File: config.mk
export PLATFORM = sky130hd
export DESIGN_NAME = mct_timer
export DESIGN_NICKNAME = d
export VERILOG_FILES = /design/src/rtl/mct_pkg.sv /design/src/rtl/mct_channel.sv /design/src/rtl/mct_capture.sv /design/src/rtl/mct_timer.sv
export SDC_FILE = /design/constraint.sdc
export NUM_CORES = 1
export LEC_CHECK = 0
export BUFFER_PORTS_ARGS = -buffer_cell sky130_fd_sc_hd__buf_2
export CAP_MARGIN = 15
export CORE_ASPECT_RATIO = 1.5
export CORE_UTILIZATION = 32
export DETAILED_ROUTE_END_ITERATION = 10
export PLACE_DENSITY = 0.47
export RECOVER_POWER = 25
export SLEW_MARGIN = 20
export SYNTH_ARGS = -nofsm -noshare
export SYNTH_HDL_FRONTEND = slang
export SYNTH_SLANG_ARGS = --single-unit
File: constraint.sdc
create_clock -name clk_i -period 4.15 [get_ports clk_i]
set_input_delay 0.83 -clock clk_i [delete_from_list [all_inputs] [get_ports clk_i]]
set_output_delay 0.83 -clock clk_i [all_outputs]
set_load 0.05 [all_outputs]
File: src/rtl/mct_pkg.sv
package mct_pkg;
    localparam int REG_RUN  = 0;
    localparam int REG_CSEL = 1;
    localparam int REG_MODE = 2;
    localparam int OFS_W    = 3;
    localparam int CH_BLK0  = 2;
    localparam int OFS_STAT = 3;
    localparam int OFS_IE   = 4;
    localparam int OFS_CAP  = 5;

    typedef enum logic {
        RUN_HALTED,
        RUN_COUNTING
    } run_state_e;

    typedef enum logic {
        CAP_IDLE,
        CAP_SETTLE
    } cap_state_e;
endpackage

File: src/rtl/mct_channel.sv
module mct_channel
    import mct_pkg::*;
#(
    parameter int CNT_W = 32,
    parameter int N_CMP = 3
) (
    input  logic                            clk_i,
    input  logic                            rst_ni,
    input  logic                            tick_i,
    input  logic                            run_en_i,
    input  logic                            periodic_i,
    input  logic [N_CMP-1:0][CNT_W-1:0]     match_i,
    input  logic [N_CMP-1:0]                clr_i,
    input  logic [N_CMP-1:0]                ie_i,
    output logic [CNT_W-1:0]                cnt_o,
    output logic [N_CMP-1:0]                status_o,
    output logic                            irq_o
);
    localparam logic [CNT_W-1:0] CNT_ONE = CNT_W'(1);

    run_state_e         state_q, state_d;
    logic [CNT_W-1:0]   cnt_q, cnt_d;
    logic [N_CMP-1:0]   status_q, hit;
    logic               counting, restart;

    always_ff @(posedge clk_i or negedge rst_ni) begin
        if (!rst_ni) state_q <= RUN_HALTED;
        else         state_q <= state_d;
    end

    always_comb begin
        state_d = state_q;
        unique case (state_q)
            RUN_HALTED:   if (run_en_i)  state_d = RUN_COUNTING;
            RUN_COUNTING: if (!run_en_i) state_d = RUN_HALTED;
            default:      state_d = RUN_HALTED;
        endcase
    end

    assign counting = (state_q == RUN_COUNTING) && run_en_i && tick_i;
    assign restart  = (state_q == RUN_HALTED) && run_en_i;

    for (genvar k = 0; k < N_CMP; k++) begin : g_cmp
        assign hit[k] = counting && (cnt_q == match_i[k]);

        AST_MATCH_WINS: assert property (@(posedge clk_i) disable iff (!rst_ni) hit[k] |=> status_q[k]);
        AST_W1C_CLEARS: assert property (@(posedge clk_i) disable iff (!rst_ni) (clr_i[k] && !hit[k]) |=> !status_q[k]);
    end

    always_comb begin
        cnt_d = cnt_q;
        if (restart)       cnt_d = '0;
        else if (counting) cnt_d = (periodic_i && hit[0]) ? '0 : cnt_q + CNT_ONE;
    end

    always_ff @(posedge clk_i or negedge rst_ni) begin
        if (!rst_ni) begin
            cnt_q    <= '0;
            status_q <= '0;
        end else begin
            cnt_q    <= cnt_d;
            status_q <= (status_q & ~clr_i) | hit;
        end
    end

    always_comb begin
        irq_o    = |(status_q & ie_i);
        cnt_o    = cnt_q;
        status_o = status_q;
    end

    AST_HALT_FREEZE: assert property (@(posedge clk_i) disable iff (!rst_ni) (state_q == RUN_HALTED && !run_en_i) |=> $stable(cnt_q));
    AST_RESTART_ZERO: assert property (@(posedge clk_i) disable iff (!rst_ni) restart |=> (cnt_q == '0));
    AST_PERIODIC_RELOAD: assert property (@(posedge clk_i) disable iff (!rst_ni) (periodic_i && hit[0]) |=> (cnt_q == '0));
    AST_FREE_WRAP: assert property (@(posedge clk_i) disable iff (!rst_ni) (counting && !(periodic_i && hit[0]) && (cnt_q == '1)) |=> (cnt_q == '0));
    AST_IRQ_QUIET: assert property (@(posedge clk_i) disable iff (!rst_ni) (status_q == '0) |-> !irq_o);
endmodule

File: src/rtl/mct_capture.sv
module mct_capture
    import mct_pkg::*;
#(
    parameter int CNT_W      = 32,
    parameter int SETTLE_CYC = 4
) (
    input  logic              clk_i,
    input  logic              rst_ni,
    input  logic              req_i,
    input  logic [CNT_W-1:0]  cnt_i,
    output logic [CNT_W-1:0]  cap_o
);
    localparam int               WAIT_W    = $clog2(SETTLE_CYC + 1);
    localparam logic [WAIT_W-1:0] WAIT_INIT = WAIT_W'(SETTLE_CYC - 1);
    localparam logic [WAIT_W-1:0] WAIT_ONE  = WAIT_W'(1);

    cap_state_e         state_q, state_d;
    logic [WAIT_W-1:0]  wait_q;
    logic [CNT_W-1:0]   snap_q, vis_q;
    logic               publish;

    always_ff @(posedge clk_i or negedge rst_ni) begin
        if (!rst_ni) state_q <= CAP_IDLE;
        else         state_q <= state_d;
    end

    always_comb begin
        state_d = state_q;
        unique case (state_q)
            CAP_IDLE:   if (req_i) state_d = CAP_SETTLE;
            CAP_SETTLE: begin
                if (req_i)                state_d = CAP_SETTLE;
                else if (wait_q == '0)    state_d = CAP_IDLE;
            end
            default:    state_d = CAP_IDLE;
        endcase
    end

    assign publish = (state_q == CAP_SETTLE) && !req_i && (wait_q == '0);

    always_ff @(posedge clk_i or negedge rst_ni) begin
        if (!rst_ni) begin
            wait_q <= '0;
            snap_q <= '0;
            vis_q  <= '0;
        end else begin
            if (req_i) begin
                snap_q <= cnt_i;
                wait_q <= WAIT_INIT;
            end else if (state_q == CAP_SETTLE && wait_q != '0) begin
                wait_q <= wait_q - WAIT_ONE;
            end
            if (publish) vis_q <= snap_q;
        end
    end

    always_comb cap_o = vis_q;

    AST_CAP_PUBLISH: assert property (@(posedge clk_i) disable iff (!rst_ni) publish |=> (cap_o == $past(snap_q)));
    AST_CAP_HOLD: assert property (@(posedge clk_i) disable iff (!rst_ni) !publish |=> $stable(cap_o));
    AST_SETTLE_BOUND: assert property (@(posedge clk_i) disable iff (!rst_ni) wait_q <= WAIT_INIT);
endmodule

File: src/rtl/mct_timer.sv
module mct_timer
    import mct_pkg::*;
#(
    parameter int N_TIMERS   = 3,
    parameter int N_CMP      = 3,
    parameter int CNT_W      = 32,
    parameter int DATA_W     = 32,
    parameter int ADDR_W     = 6,
    parameter int CSEL_W     = 2,
    parameter int SETTLE_CYC = 4,
    localparam int N_SRC     = 1 << CSEL_W
) (
    input  logic              clk_i,
    input  logic              rst_ni,
    input  logic [N_SRC-1:0]  tick_src_i,
    input  logic              bus_wr_i,
    input  logic [ADDR_W-1:0] bus_addr_i,
    input  logic [DATA_W-1:0] bus_wdata_i,
    output logic [DATA_W-1:0] bus_rdata_o,
    output logic [N_TIMERS-1:0] irq_o
);
    localparam int BLK_W = ADDR_W - OFS_W;

    logic [N_TIMERS-1:0]                    run_q, mode_q, irq_w, tick_w, cap_req;
    logic [N_TIMERS*CSEL_W-1:0]             csel_q;
    logic [N_TIMERS-1:0][N_CMP-1:0][CNT_W-1:0] match_w;
    logic [N_TIMERS-1:0][N_CMP-1:0]         ie_w, status_w, clr_w;
    logic [N_TIMERS-1:0][CNT_W-1:0]         cnt_w, cap_w;
    logic [OFS_W-1:0]                       ofs;
    logic [BLK_W-1:0]                       blk;

    assign ofs = bus_addr_i[OFS_W-1:0];
    assign blk = bus_addr_i[ADDR_W-1:OFS_W];

    always_ff @(posedge clk_i or negedge rst_ni) begin
        if (!rst_ni) begin
            run_q  <= '0;
            mode_q <= '0;
            csel_q <= '0;
        end else if (bus_wr_i) begin
            if (bus_addr_i == ADDR_W'(REG_RUN))  run_q  <= bus_wdata_i[N_TIMERS-1:0];
            if (bus_addr_i == ADDR_W'(REG_MODE)) mode_q <= bus_wdata_i[N_TIMERS-1:0];
            if (bus_addr_i == ADDR_W'(REG_CSEL)) csel_q <= bus_wdata_i[N_TIMERS*CSEL_W-1:0];
        end
    end

    for (genvar t = 0; t < N_TIMERS; t++) begin : g_ch
        localparam logic [BLK_W-1:0] MY_BLK = BLK_W'(CH_BLK0 + t);

        logic                          ch_wr;
        logic [N_CMP-1:0][CNT_W-1:0]   match_r;
        logic [N_CMP-1:0]              ie_r;

        assign ch_wr = bus_wr_i && (blk == MY_BLK);

        always_ff @(posedge clk_i or negedge rst_ni) begin
            if (!rst_ni) begin
                match_r <= '1;
                ie_r    <= '0;
            end else if (ch_wr) begin
                for (int k = 0; k < N_CMP; k++) begin
                    if (ofs == OFS_W'(k)) match_r[k] <= bus_wdata_i[CNT_W-1:0];
                end
                if (ofs == OFS_W'(OFS_IE)) ie_r <= bus_wdata_i[N_CMP-1:0];
            end
        end

        assign match_w[t] = match_r;
        assign ie_w[t]    = ie_r;
        assign clr_w[t]   = (ch_wr && ofs == OFS_W'(OFS_STAT)) ? bus_wdata_i[N_CMP-1:0] : '0;
        assign cap_req[t] = ch_wr && (ofs == OFS_W'(OFS_CAP));
        assign tick_w[t]  = tick_src_i[csel_q[t*CSEL_W +: CSEL_W]];

        mct_channel #(
            .CNT_W (CNT_W),
            .N_CMP (N_CMP)
        ) u_ch (
            .clk_i      (clk_i),
            .rst_ni     (rst_ni),
            .tick_i     (tick_w[t]),
            .run_en_i   (run_q[t]),
            .periodic_i (mode_q[t]),
            .match_i    (match_r),
            .clr_i      (clr_w[t]),
            .ie_i       (ie_r),
            .cnt_o      (cnt_w[t]),
            .status_o   (status_w[t]),
            .irq_o      (irq_w[t])
        );

        mct_capture #(
            .CNT_W      (CNT_W),
            .SETTLE_CYC (SETTLE_CYC)
        ) u_cap (
            .clk_i  (clk_i),
            .rst_ni (rst_ni),
            .req_i  (cap_req[t]),
            .cnt_i  (cnt_w[t]),
            .cap_o  (cap_w[t])
        );
    end

    always_comb begin
        bus_rdata_o = '0;
        if (bus_addr_i == ADDR_W'(REG_RUN))       bus_rdata_o[N_TIMERS-1:0] = run_q;
        else if (bus_addr_i == ADDR_W'(REG_CSEL)) bus_rdata_o[N_TIMERS*CSEL_W-1:0] = csel_q;
        else if (bus_addr_i == ADDR_W'(REG_MODE)) bus_rdata_o[N_TIMERS-1:0] = mode_q;
        for (int t = 0; t < N_TIMERS; t++) begin
            if (blk == BLK_W'(CH_BLK0 + t)) begin
                for (int k = 0; k < N_CMP; k++) begin
                    if (ofs == OFS_W'(k)) bus_rdata_o[CNT_W-1:0] = match_w[t][k];
                end
                if (ofs == OFS_W'(OFS_STAT)) bus_rdata_o[N_CMP-1:0] = status_w[t];
                if (ofs == OFS_W'(OFS_IE))   bus_rdata_o[N_CMP-1:0] = ie_w[t];
                if (ofs == OFS_W'(OFS_CAP))  bus_rdata_o[CNT_W-1:0] = cap_w[t];
            end
        end
    end

    assign irq_o = irq_w;

    AST_CAP_SINGLE: assert property (@(posedge clk_i) disable iff (!rst_ni) $onehot0(cap_req));
endmodule

==> results.py <==
metrics = {
    "status": {
        "outcome": "complete, but fails checks",
        "violations": "max-capacitance violations, max-slew violations",
    },
    "timing": {
        "slew-limit-headroom_pct": -58.2,
        "finalHoldViolCount": 0,
        "fmax_ghz": 0.245,
        "fin_crit_ns": 4.08,
        "final.setup.worst_slack_ns": 0.0734,
        "post-route-period-util_pct": 98.2,
        "grt_setup_unrepaired": "no",
        "worst_pin_slew_ns": 2.37,
        "clock_skew_ns": 0.0230,
        "finalSetupViolCount": 0,
        "finalMaxSlewViolations": 190,
    },
    "global_routing": {
        "grt.total_usage_pct": 26.6,
        "grt_max_degree": 80,
        "grt_overflow": 0,
        "antenna_found_initial": 6,
        "grt_pass1_wl_mm": 197,
        "grt_pass1_vias": 25700,
    },
    "cells_and_area": {
        "syn2layout_area_growth_pct": 14.6,
        "fillCellCount": 10000,
        "final_cell_mix": "mux2_2 (426), dfrtp_1 (333), dfstp_2 (288)",
        "fin_nets": 3032,
        "layout-drive-gt1-share_pct": 36.8,
        "final_common_cell": "mux2_2",
        "utilization_pct": 37.1,
    },
    "route": {
        "drtIter0Drc": 2065,
        "vias_per_cell": 5.61,
        "num_vias": 24800,
        "drc": 0,
        "firstDrtPassIters": 6,
        "wl_per_cell_um": 31.8,
        "ant_nets": 0,
        "postRouteWirelength_mm": 140,
    },
    "pwr": {
        "leakagePower_nw": 16.0,
        "power_per_cell_area_nw_per_um2": 441,
        "vdd_drop_max_mv": 0.311,
    },
    "yosys": {
        "synth_cells": 2958,
        "seq_area_frac_synth_pct": 47.7,
        "synth_enable_flop_cells": 0,
        "synth_cell_types": 77,
        "ys.flop_type": "dfrtp_1",
        "async_reset_ff_share_pct": 100,
        "synth_top_area_share_pct": 25.0,
        "ys_ff_latch": 621,
        "synth_area_leaders": "dfrtp_1 (25%), dfstp_2 (23%), mux2_2 (14%), xnor2_1 (6.2%), mux2i_1 (2.6%)",
        "synth_top_area_cell": "dfrtp_1",
        "syn_nets": 3012,
        "synth_area_um2": 33300,
        "yosys_warnings": 0,
        "syn_area_per_cell_um2": 11.3,
    },
    "clocking": {
        "cts_hold_buf": 0,
        "cts.clk_slew.worst_paths_ns": 0.06,
        "cts_buffers": 68,
        "cts-root-buf": "clkbuf_16",
        "worstSkewPairLatency_ns": 0.66,
        "htreeDepth": 3,
        "cts_tree": "done",
        "cts.sinks": 621,
        "clock_path_buffers": 3,
    },
    "floorplan": {
        "die_w_um": 265,
        "io_pins": 80,
        "core_um2": 103000,
        "dieArea_um2": 105000,
        "num_rows": 144,
        "fp.dieH_um": 397,
        "start_util_pct": 32.4,
    },
    "worst_setup_path": {
        "worstPathMaxFanout": 29,
        "cp.arrival_ns": 3.25,
        "end_kind": "output port",
        "cp-start-kind": "primary input",
        "path_class": "primary input to output port",
        "worstPathRequired_ns": 3.32,
    },
    "place": {
        "place_hpwl_mm": 104,
        "place_ws_ns": -0.0315,
        "gp_congestion": 1.00,
        "io_buffers": 79,
    },
    "worst_hold_path": {
        "hp-class": "flop to flop",
    },
    "job": {
        "cap_violations": 3,
    },
}
[final timing paths]
| check | from | end | slack [ns] | cells after the start |
|---|---|---|---|---|
| setup / recovery | bus_addr_i[1] | bus_rdata_o[23] | 0.07 | 10 |
| hold / removal | g_ch[1].u_cap.snap_q[23] | g_ch[1].u_cap.snap_q[23] | 0.48 | 2 |
| setup reg to reg | g_ch[1].u_ch.cnt_o[30] | g_ch[1].u_ch.cnt_o[23] | 1.02 | 7 |
| hold reg to reg | g_ch[1].u_cap.snap_q[23] | g_ch[1].u_cap.snap_q[23] | 0.48 | 2 |
| max in group asynchronous | rst_ni | g_ch[1].u_cap.wait_q[1] | 0.53 | 2 |
| min in group asynchronous | rst_ni | g_ch[2].u_cap.snap_q[19] | 0.87 | 1 |
[flip-flops by register name (all words and copies together), names as in the netlist, 6 cells and up]
register            count
g_ch.ie_r               9
g_ch.u_cap.snap_q      96
g_ch.u_ch.cnt_o        96
g_ch.u_cap.cap_o       96
g_ch.match_r          288
csel_q                  6
g_ch.u_cap.wait_q       9
g_ch.u_ch.status_o      9
[kinds of logic (layout without fill, tap and decap cells)]
| group | count (synthesis) | in the layout | share of synthesized area, % |
|---|---|---|---|
| xor gates and xnor gates | 301 | 301 | 7.91 |
| adders and majority gates | 9 | 9 | 0.338 |
| and+or+nand+nor | 722 | 722 | 11.2 |
| other | 0 | 1 | 0 |
| buffers and inverters | 305 | 378 | 4.85 |
| AOI/OAI and AO/OA | 414 | 414 | 8.27 |
| muxes | 586 | 586 | 19.8 |
| DFF | 621 | 621 | 47.7 |
[stage by stage]
stage / std cells / cell area (µm²) / hold slack, ns / total power, mW / TNS [ns]
floorplan: 2958 / 33300 / 0.409 / 8.78 / 0
global placement: 4293 / 35800 / 0.463 / 10.1 / -0.0313
detailed placement: 4293 / 35800 / 0.473 / 10.1 / -0.0547
CTS: 4416 / 38300 / 0.206 / 17.0 / 0
global route: 4419 / 38200 / 0.501 / 17.4 / 0
finish: 4419 / 38200 / 0.482 / 16.8 / 0
[critical path, cell delays in order]
cell and delay (ns):
buf_4 0.15, and2b_1 0.25, buf_12 0.22, a22oi_1 0.30, o21a_1 0.27, nor2_1 0.27
a221oi_1 0.11, o311ai_2 0.47, buf_4 0.21, buf_12 0.13
[Yosys cell counts (all sizes together) (9+ instances only)]
master	number
a21oi	91
a221oi	27
a22oi	61
a31oi	58
a32o	9
and2	10
and3	24
and4	9
buf	190
clkbuf	80
dfrtp	333
dfstp	288
ha	9
inv	35
mux2	493
mux2i	85
nand2	199
nand3	105
nand4	115
nor2	157
nor3	28
nor4	36
o211ai	11
o21a	25
o21ai	68
o22ai	10
o311ai	26
or3b	10
xnor2	236
xor2	65
[layer usage]
layer  track usage, %  part of all wire (%)  vias up  wire length (µm)
met4             19.2                   8.0        0             11300
met1             29.6                    37    12900             51700
met3             4.07                   4.9      291              6900
met2             46.3                    50      905             70500
li1                 -                     -    10700                 -
met5                0                     0        -                 0
[report_power, final]
part	leakage [nW]	switching (mW)	internal [mW]
Sequential	7.60	0.603	6.86
Clock	1.21	2.71	4.07
Combinational	7.17	1.56	1.05
Total	16.0	4.87	12.0
[final cells by class]
class                      instances  area [µm²]  area share [%]
multi-input combinational       2032       15900            41.7
sequential                       621       15900            41.6
timing repair buffer             220        2060            5.39
clock buffer                      94        2000            5.24
tap                             1387        1740            4.54
clock inverter                    29         442            1.16
inverter                          35         131           0.344
antenna                            1        2.50         0.00655
[repair_timing]
action / in CTS / in global routing
endpoints found under the setup margin: 4 / 2
setup buffers: 0 / 2
resized for setup: 4 / 0
pin swaps: 0 / 0
hold endpoints to repair: 0 / 0
Note: power is estimated with default switching activity, not from simulation.
